--- config.mk ---
export PLATFORM = sky130hd
export DESIGN_NAME = bcd_div10_clkgen
export DESIGN_NICKNAME = d
export VERILOG_FILES = /design/src/rtl/bcd_div_pkg.sv /design/src/rtl/bcd_div_digit_fsm.sv /design/src/rtl/bcd_div_toggle_dec.sv /design/src/rtl/bcd_div_square_ff.sv /design/src/rtl/bcd_div10_clkgen.sv
export SDC_FILE = /design/constraint.sdc
export NUM_CORES = 1
export LEC_CHECK = 0
export CAP_MARGIN = 0
export CORE_AREA = 4 4 41 43
export DETAILED_ROUTE_END_ITERATION = 16
export DIE_AREA = 0 0 45 47
export GPL_TIMING_DRIVEN = 0
export SLEW_MARGIN = 20
export SYNTH_ARGS = -nofsm -noshare
export SYNTH_HDL_FRONTEND = slang
export SYNTH_SLANG_ARGS = --single-unit
--- constraint.sdc ---
create_clock -name clk_i -period 2.9 [get_ports clk_i]
set_input_delay 0.58 -clock clk_i [delete_from_list [all_inputs] [get_ports clk_i]]
set_output_delay 0.58 -clock clk_i [all_outputs]
set_load 0.05 [all_outputs]
--- src/rtl/bcd_div_pkg.sv ---
package bcd_div_pkg;

    localparam int DIGIT_W = 4;
    localparam int MODULUS = 10;
    localparam int RISE_AT = 4;              // digit left when square wave rises
    localparam int FALL_AT = MODULUS - 1;    // digit left when square wave falls
    localparam int MSB_IDX = DIGIT_W - 1;

    typedef enum logic [DIGIT_W-1:0] {
        DIG0 = 4'd0,
        DIG1 = 4'd1,
        DIG2 = 4'd2,
        DIG3 = 4'd3,
        DIG4 = 4'd4,
        DIG5 = 4'd5,
        DIG6 = 4'd6,
        DIG7 = 4'd7,
        DIG8 = 4'd8,
        DIG9 = 4'd9
    } digit_e;

endpackage

--- src/rtl/bcd_div_digit_fsm.sv ---
module bcd_div_digit_fsm
    import bcd_div_pkg::*;
(
    input  logic               clk_i,
    input  logic               rst_i,
    output logic [DIGIT_W-1:0] digit_o,
    output logic               wrap_o
);

    digit_e state_q;
    digit_e state_d;

    // next-state decision
    always_comb begin
        unique case (state_q)
            DIG0:    state_d = DIG1;
            DIG1:    state_d = DIG2;
            DIG2:    state_d = DIG3;
            DIG3:    state_d = DIG4;
            DIG4:    state_d = DIG5;
            DIG5:    state_d = DIG6;
            DIG6:    state_d = DIG7;
            DIG7:    state_d = DIG8;
            DIG8:    state_d = DIG9;
            DIG9:    state_d = DIG0;
            default: state_d = DIG0;   // recovery from codes 10..15
        endcase
    end

    // state register
    always_ff @(posedge clk_i) begin
        if (rst_i) begin
            state_q <= DIG0;
        end else begin
            state_q <= state_d;
        end
    end

    // outputs
    always_comb begin
        digit_o = state_q;
        wrap_o  = (state_q == DIG9);
    end

endmodule

--- src/rtl/bcd_div_toggle_dec.sv ---
module bcd_div_toggle_dec
    import bcd_div_pkg::*;
#(
    parameter int RISE_DIGIT = RISE_AT,
    parameter int FALL_DIGIT = FALL_AT
) (
    input  logic [DIGIT_W-1:0] digit_i,
    input  logic               wrap_i,
    output logic               toggle_o
);

    localparam logic [DIGIT_W-1:0] RISE_CODE = DIGIT_W'(RISE_DIGIT);
    localparam logic [DIGIT_W-1:0] FALL_CODE = DIGIT_W'(FALL_DIGIT);

    logic hit_rise;
    logic hit_fall;

    generate
        if (FALL_DIGIT == MODULUS - 1) begin : g_fall_wrap
            // the falling point coincides with the wrap flag of the FSM
            assign hit_fall = wrap_i;
        end else begin : g_fall_dec
            assign hit_fall = (digit_i == FALL_CODE);
        end
    endgenerate

    assign hit_rise = (digit_i == RISE_CODE);
    assign toggle_o = hit_rise | hit_fall;

endmodule

--- src/rtl/bcd_div_square_ff.sv ---
module bcd_div_square_ff (
    input  logic clk_i,
    input  logic rst_i,
    input  logic toggle_i,
    output logic square_o
);

    logic sq_q;

    always_ff @(posedge clk_i) begin
        if (rst_i) begin
            sq_q <= 1'b0;
        end else if (toggle_i) begin
            sq_q <= ~sq_q;
        end
    end

    assign square_o = sq_q;

endmodule

--- src/rtl/bcd_div10_clkgen.sv ---
module bcd_div10_clkgen
    import bcd_div_pkg::*;
(
    input  logic clk_i,
    input  logic rst_i,
    output logic square_o,
    output logic msb_o
);

    logic [DIGIT_W-1:0] digit_q;
    logic               wrap;
    logic               toggle;

    bcd_div_digit_fsm u_fsm (
        .clk_i   (clk_i),
        .rst_i   (rst_i),
        .digit_o (digit_q),
        .wrap_o  (wrap)
    );

    bcd_div_toggle_dec #(
        .RISE_DIGIT (RISE_AT),
        .FALL_DIGIT (FALL_AT)
    ) u_dec (
        .digit_i  (digit_q),
        .wrap_i   (wrap),
        .toggle_o (toggle)
    );

    bcd_div_square_ff u_sq (
        .clk_i    (clk_i),
        .rst_i    (rst_i),
        .toggle_i (toggle),
        .square_o (square_o)
    );

    assign msb_o = digit_q[MSB_IDX];

endmodule

=== Word-level counts from Yosys, hierarchy flattened ===
Memories as Yosys holds them, arrays and structs flattened. A register that Yosys moved wholly into a read port is not among the register bits.
Cells that the tools add are included.

* Equal/unequal tests: 2
* Bitwise logic cells: 2

{| class="wikitable"
|+ Operator list
! operator !! number
|-
| $eq A4 B3 Y1 const B || 1
|-
| $eq A4 B4 Y1 const B || 1
|-
| $not A1 Y1 || 1
|-
| $or A1 B1 Y1 || 1
|}

* Memories: 1
* Logic and storage cells: 6
* Register bits after elaboration: 1
* Output and inout bits: 2
* Memory bits (read-only): 64
* Bits of input ports: 2

{| class="wikitable"
|+ Memories
! memory !! words !! width !! rd ports !! clocked after memory_dff !! wr ports !! RTL line !! source
|-
| (no name shown) || 16 || 4 || 1 || 1 || 0 || bcd_div_digit_fsm.sv:15 || <nowiki>unique case (state_q)</nowiki>
|}

=== Longest topological paths before layout ===
Gate-level depths: netlist of the first run.

* Depth in word-level cells: 2
* Mapped depth: 4
* Depth with buffers taken out: 4

=== Cells and area by module ===
Synthesis of the first run repeated with hierarchy kept, for this count alone.

* Cells, all modules: 26
* Area total of the unflattened synthesis: 262.8 um2

{| class="wikitable"
|+ Modules (own cells, without submodules)
! module !! instances !! cells each !! sequential area each (um2) !! area each (um2)
|-
| bcd_div_digit_fsm || 1 || 21 || 80.1 || 215.2
|-
| bcd_div_square_ff || 1 || 3 || 20.0 || 32.5
|-
| bcd_div_toggle_dec || 1 || 2 || 0.0 || 15.0
|}

=== Least setup slack after synthesis of the first run ===
No wires, ideal clock.

* Path type: register to register
* Start: reg u_fsm.state_q[3] (netlist: u_fsm.digit_o[3])
* End: reg u_sq.sq_q (netlist: u_sq.square_o)
* Slack: 1.435 ns
* Required time: 2.779 ns
* Cell stages (with the launch flop): 4
* Clock period less this slack: 1.465 ns
* Library setup time: 0.121 ns
* Arrival: 1.344 ns
* Buffers on the path: 0
* Cell sequence: dfxtp_1 and2b_1 a22oi_2 mux2_4

* Longest elaborated chain between the ends: 2
* Elaborated cells between the ends (all ways): 3
* Classes of those cells: 2 x eq/ne; 1 x bitwise

{| class="wikitable"
|+ RTL lines
! what !! RTL line !! source
|-
| start, declared || bcd_div_digit_fsm.sv:10 || <nowiki>digit_e state_q;</nowiki>
|-
| $eq A4 B3 Y1 / $eq A4 B4 Y1 (equally long branches) || bcd_div_toggle_dec.sv:27, bcd_div_digit_fsm.sv:42 ||
|-
| $or A1 B1 Y1 (*) || bcd_div_toggle_dec.sv:28 || <nowiki>assign toggle_o = hit_rise | hit_fall;</nowiki>
|-
| end signal, assigned || bcd_div_square_ff.sv:14 || <nowiki>sq_q <= ~sq_q;</nowiki>
|-
| end, declared || bcd_div_square_ff.sv:8 || <nowiki>logic sq_q;</nowiki>
|}

Every way passes the cells marked *; elsewhere a longest branch is shown, timed or not.
A chain may end at the register's enable or synchronous reset.

=== Final worst setup path of the first run ===
* Start: reg u_fsm.state_q[3] (netlist: u_fsm.digit_o[3])
* End: out msb_o

{| class="wikitable"
|+ RTL lines
! what !! RTL line !! source
|-
| end, declared || bcd_div10_clkgen.sv:7 || <nowiki>output logic msb_o</nowiki>
|}

No word-level cell between the ends.

==> summary.txt, run 1 <==
Outcome -> finished, final reports clean
Worst Hold Class -> flip-flop to flip-flop
Met2 Usage GRT -> 7.91%
R2R cell count -> 4
Worst VDD drop -> 0.187 mV
Sum Neg Setup Slack -> 0 ns
First-pass GRT wire length -> 821 um
Std-Cell Core Area -> 0.00130 mm^2
Mapped Cells -> 25
CP max stage cell -> clkdlybuf4s50_1
I/O pins -> 4
Setup Buffers After CTS -> 0
Via count -> 187
Cts repair resizes -> 0
Antenna-violating nets left -> 0
Fillers -> 153
WP data required -> 2.32 ns
CTS sink cnt -> 5
Rel. slew slack -> 67.0%
Nature of the critical path endpoint -> output pin
RSZ-0062 raised after global routing -> false
DRT Pass-1 Iters -> 3
Final setup violation count -> 0
Final core occ -> 25.4%
Row cnt -> 13
Die Y -> 47 um
F_max -> 487 MHz
Met1 Use GR -> 6.36%
Yosys warning total -> 0
Setup Skew -> 0.00325 ns
Fin area -> 330 um^2
CP cell instances -> clkdlybuf4s50_1
Commonest non-fill, non-tap cell in the layout -> dfxtp_1
CTS tree -> built
Critical path class -> flip-flop to output pin
Vias in the first global route -> 192
Syn Std Cell Area -> 255 um^2
Clk root buf -> clkbuf_4
Worst Path Arrival -> 1.47 ns
Critical Path Start -> u_fsm.digit_o[3]$_SDFF_PP0_
Worst slack at placement -> 1.09 ns
Hold_buf cts -> 0
DP Area -> 304 um^2
Post-DR wirelength/cell -> 8.68 um
Grt ovf -> 0
Vias/cell -> 3.98
Total GRT Usage -> 5.92%
Cell family with most CP delay -> buffers and inverters
Critical path depth -> 1
Critical Path Start Type -> flip-flop
Crit-path max FO -> 6
Worst path max stage delay -> 0.83 ns
GR peak layer -> met2
Dpl hpwl -> 340 um
Initial DRC Count -> 3
Yosys reg bits -> 5
Share of cells above drive strength 1 -> 18.8%
Tot Pwr -> 0.177 mW
Skew-Pair Late Insertion Delay -> 0.24 ns
Leak -> 0.140 nW
Start of the worst register-to-register path -> u_fsm.digit_o[0]$_SDFF_PP0_
Port-buffer cells -> 3
Buffers & Inverters on Critical Path -> 1
Max cap viols -> 0
Flop-to-flop setup slack -> 1.61 ns
Post-synthesis sequential area ratio -> 39.2%
Worst slew pin tran -> 0.494 ns
DRC -> 0
Starting Density -> 19.6%
Reg2reg end -> u_sq.square_o$_SDFFE_PP0P_
CTS clk-pin slew, worst paths -> 0.04 ns
P per Cell Area -> 537 mW/mm^2
Syn Nets -> 31
Final max-slew violation count -> 0
Tcrit/Tclk final -> 70.8%
Fin nets -> 39
Initial antenna violation count -> 0
Post-Syn Area per Cell -> 10.2 um^2
Area grow syn2layout -> 29.4%
Highest-count cells in the layout ignoring fill and taps -> dfxtp_1, ha_1, clkbuf_4, clkdlybuf4s50_1
Die area -> 0.00212 mm^2
Met3 GRT Util -> 6.13%
Hold Fails Final Rpt -> 0
Pin count of the biggest net entering global routing -> 7
Number of distinct library cells after synthesis -> 14
Max Buffers Root-to-Sink -> 2
Die width -> 45 um
RePlAce Congestion -> 0.735
Critical Path End -> msb_o
Min cycle time layout -> 2.05 ns
CTS Buf Count -> 3
DRT Wirelength -> 408 um
Worst Slack Setup Final -> 0.846 ns
Diode count -> 0
H-tree levels -> 1
metrics by stage:
step | cells | hold slack [ns]
finish | 47 | 0.519
global route | 47 | 0.563
CTS | 47 | 0.527
detailed placement | 43 | 0.524
global placement | 43 | 0.508
floorplan | 25 | 0.485
cells in the mapped netlist (all sizes together):
cell     count  area (um^2)
a22oi        1         12.5
dfxtp        5          100
nor2b        2         15.0
nor3b        1         7.51
a2111oi      1         8.76
a21oi        2         10.0
nor2         2         7.51
nand2        2         7.51
inv          2         7.51
ha           4         50.1
and2b        1         7.51
or2          1         6.26
mux2         1         15.0
registers in the layout, summed over array words and instances, names as in the netlist:
signal / flops
u_sq.square_o: 1
u_fsm.digit_o: 4
routing by layer:
metal  wire (um)  up-vias
met5           0        -
met4           0        0
met3          43        0
met2         166        6
met1         198       84
li1            -       97
worst min-delay path by stage:
| stage | startpoint | to | slack [ns] | depth (start not counted) |
|---|---|---|---|---|
| 2_1_floorplan | u_fsm.digit_o[2]$_SDFF_PP0_ | u_fsm.digit_o[2]$_SDFF_PP0_ | 0.49 | 1 |
| 3_3_place_gp | u_fsm.digit_o[3]$_SDFF_PP0_ | u_fsm.digit_o[1]$_SDFF_PP0_ | 0.51 | 1 |
| 3_5_place_dp | u_fsm.digit_o[3]$_SDFF_PP0_ | u_fsm.digit_o[1]$_SDFF_PP0_ | 0.52 | 1 |
| 4_1_cts | u_fsm.digit_o[3]$_SDFF_PP0_ | u_fsm.digit_o[1]$_SDFF_PP0_ | 0.53 | 1 |
| 5_1_grt | u_fsm.digit_o[2]$_SDFF_PP0_ | u_fsm.digit_o[2]$_SDFF_PP0_ | 0.56 | 1 |
| 6_report | u_fsm.digit_o[3]$_SDFF_PP0_ | u_fsm.digit_o[1]$_SDFF_PP0_ | 0.52 | 1 |
logic make-up (layout without fill, tap and decap cells):
family / Yosys count / in the layout / synth area share [%]
simple gates: 9 / 9 / 20.1
mux: 1 / 1 / 5.88
compound gates: 4 / 4 / 12.3
flops: 5 / 5 / 39.2
buf+inv: 2 / 9 / 2.94
fa+ha+maj: 4 / 4 / 19.6
layout make-up:
class	count	area (um^2)	area share, %
sequential	5	100	30.3
timing repair buffer	3	30.0	9.09
multi-input combinational	18	148	44.7
inverter	2	7.51	2.27
clock buffer	4	26.3	7.95
tap	15	18.8	5.68
power by group:
group / switching (mW) / total (mW) / internal, mW / leakage (nW)
Clock: 0.0270 / 0.0789 / 0.0519 / 0.0150
Sequential: 0.00414 / 0.0775 / 0.0734 / 0.0410
Combinational: 0.0106 / 0.0208 / 0.0102 / 0.0843
Total: 0.0418 / 0.177 / 0.136 / 0.140
Power figures use the tool's default switching activity.
==> inputs of run 2 (changes only) <==
==> constraint.sdc (replaced) <==
create_clock -name clk_i -period 1.7 [get_ports clk_i]
set_input_delay 0.34 -clock clk_i [delete_from_list [all_inputs] [get_ports clk_i]]
set_output_delay 0.34 -clock clk_i [all_outputs]
set_load 0.05 [all_outputs]
==> summary.txt, run 2 (same netlist as run 1, synthesis figures left out) <==
Outcome -> finished, final reports clean
Reg power frac -> 43.8%
Highest-count cells in the layout ignoring fill and taps -> dfxtp_1, ha_1, clkbuf_4
WP data required -> 1.36 ns
CTS tree -> built
Worst Path Arrival -> 1.19 ns
Dpl hpwl -> 340 um
Diode count -> 0
Worst Hold Class -> flip-flop to flip-flop
CTS Buf Count -> 3
Critical Path Start Type -> flip-flop
Cell family with most CP delay -> buffers and inverters
Net Sw Power -> 0.0712 mW
Comb power frac -> 11.5%
Rel. slew slack -> 67.6%
Hold_buf cts -> 0
CP cell instances -> dlygate4sd2_1
Clk root buf -> clkbuf_4
Max Buffers Root-to-Sink -> 2
Row cnt -> 13
H-tree levels -> 1
CTS clk-pin slew, worst paths -> 0.04 ns
Die area -> 0.00212 mm^2
F_max -> 653 MHz
Setup Buffers After CTS -> 0
Final max-slew violation count -> 0
Setup Skew -> 0.00323 ns
Grt ovf -> 0
Initial antenna violation count -> 0
Crit-path max FO -> 6
Internal power -> 0.230 mW
Critical path class -> flip-flop to output pin
First-pass GRT wire length -> 821 um
Buffers & Inverters on Critical Path -> 1
DRT Pass-1 Iters -> 3
Worst VDD drop -> 0.320 mV
P per Cell Area -> 920 mW/mm^2
Pin count of the biggest net entering global routing -> 7
Share of cells above drive strength 1 -> 18.8%
Worst path max stage delay -> 0.55 ns
Vias/cell -> 3.98
Largest register FFs -> 4
CTS sink cnt -> 5
Die Y -> 47 um
Skew-Pair Late Insertion Delay -> 0.24 ns
Antenna-violating nets left -> 0
RSZ-0062 raised after global routing -> false
CP max stage cell -> dlygate4sd2_1
Sum Neg Setup Slack -> 0 ns
Area grow syn2layout -> 28.4%
Post-DR wirelength/cell -> 8.68 um
Flop-to-flop setup slack -> 0.41 ns
Clk pwr share -> 44.7%
Via count -> 187
Vias in the first global route -> 192
Total GRT Usage -> 5.92%
Die width -> 45 um
Leak -> 0.150 nW
Max cap viols -> 0
Initial DRC Count -> 3
Std-Cell Core Area -> 0.00130 mm^2
Final core occ -> 25.2%
Min cycle time layout -> 1.53 ns
Hold Fails Final Rpt -> 0
Sw Ratio -> 23.6%
Fin nets -> 39
RePlAce Congestion -> 0.735
I/O pins -> 4
Starting Density -> 19.6%
DRC -> 0
Commonest non-fill, non-tap cell in the layout -> dfxtp_1
DRT Wirelength -> 408 um
Tcrit/Tclk final -> 90.0%
Worst slew pin tran -> 0.488 ns
Final setup violation count -> 0
Port-buffer cells -> 3
Nature of the critical path endpoint -> output pin
## run 2: cell types whose count changed in the layout (fill, tap and decap cells not counted), sizes merged
cell           previous run  this run
dlygate4sd2               0         2
clkdlybuf4s50             3         1
## run 2: cell type report
type / count / area (um^2)
repair buffers: 3 / 27.5
fillers: 154 / 973
multi-input cells: 18 / 148
well taps: 15 / 18.8
clock buffers: 4 / 26.3
flip-flops and latches: 5 / 100
inverters: 2 / 7.51
## run 2: path summary, 6_finish.rpt
kind,start,endpoint,depth (start not counted)
min reg2reg,u_fsm.digit_o[3]$_SDFF_PP0_,u_fsm.digit_o[1]$_SDFF_PP0_,1
max,u_fsm.digit_o[3]$_SDFF_PP0_,msb_o,1
max reg2reg,u_fsm.digit_o[0]$_SDFF_PP0_,u_sq.square_o$_SDFFE_PP0P_,4
min,u_fsm.digit_o[3]$_SDFF_PP0_,u_fsm.digit_o[1]$_SDFF_PP0_,1
## run 2: through the flow
stage               setup WS (ns)  cell area (um^2)  instances  hold WS [ns]  total power, mW
floorplan                   0.235               255         25         0.409            0.158
global placement            0.138               304         43         0.508            0.168
detailed placement          0.134               304         43         0.524            0.171
CTS                         0.153               328         47         0.522            0.311
global route               0.0749               328         47         0.563            0.332
finish                      0.170               328         47         0.516            0.302
## run 2: metal layers
| layer | vias up | wire, um | global-route usage, % | part of all wire (%) |
|---|---|---|---|---|
| met5 | - | 0 | 0 | 0 |
| met4 | 0 | 0 | 1.75 | 0 |
| met3 | 0 | 41 | 6.13 | 10 |
| met2 | 6 | 166 | 7.91 | 41 |
| met1 | 84 | 200 | 6.36 | 49 |
| li1 | 97 | - | - | - |
## run 2: worst register-to-register path, cell delays in order (launching register included)
cell	delay (ns)
dfxtp_1	0.40
inv_1	0.07
ha_1	0.22
a22oi_2	0.17
mux2_4	0.31
## run 2: power groups by stage
| stage | combinational, mW | clock (mW) | sequential (mW) |
|---|---|---|---|
| floorplan | 0.0212 | 0 | 0.137 |
| global placement | 0.0345 | 0 | 0.134 |
| detailed placement | 0.0368 | 0 | 0.134 |
| CTS | 0.0359 | 0.143 | 0.132 |
| global route | 0.0410 | 0.157 | 0.133 |
| finish | 0.0347 | 0.135 | 0.132 |
## run 2: repair_timing
| action | CTS | global route |
|---|---|---|
| hold endpoints to repair | 0 | 0 |
| endpoints found under the setup margin | 2 | 0 |
| resized for setup | 2 | 0 |
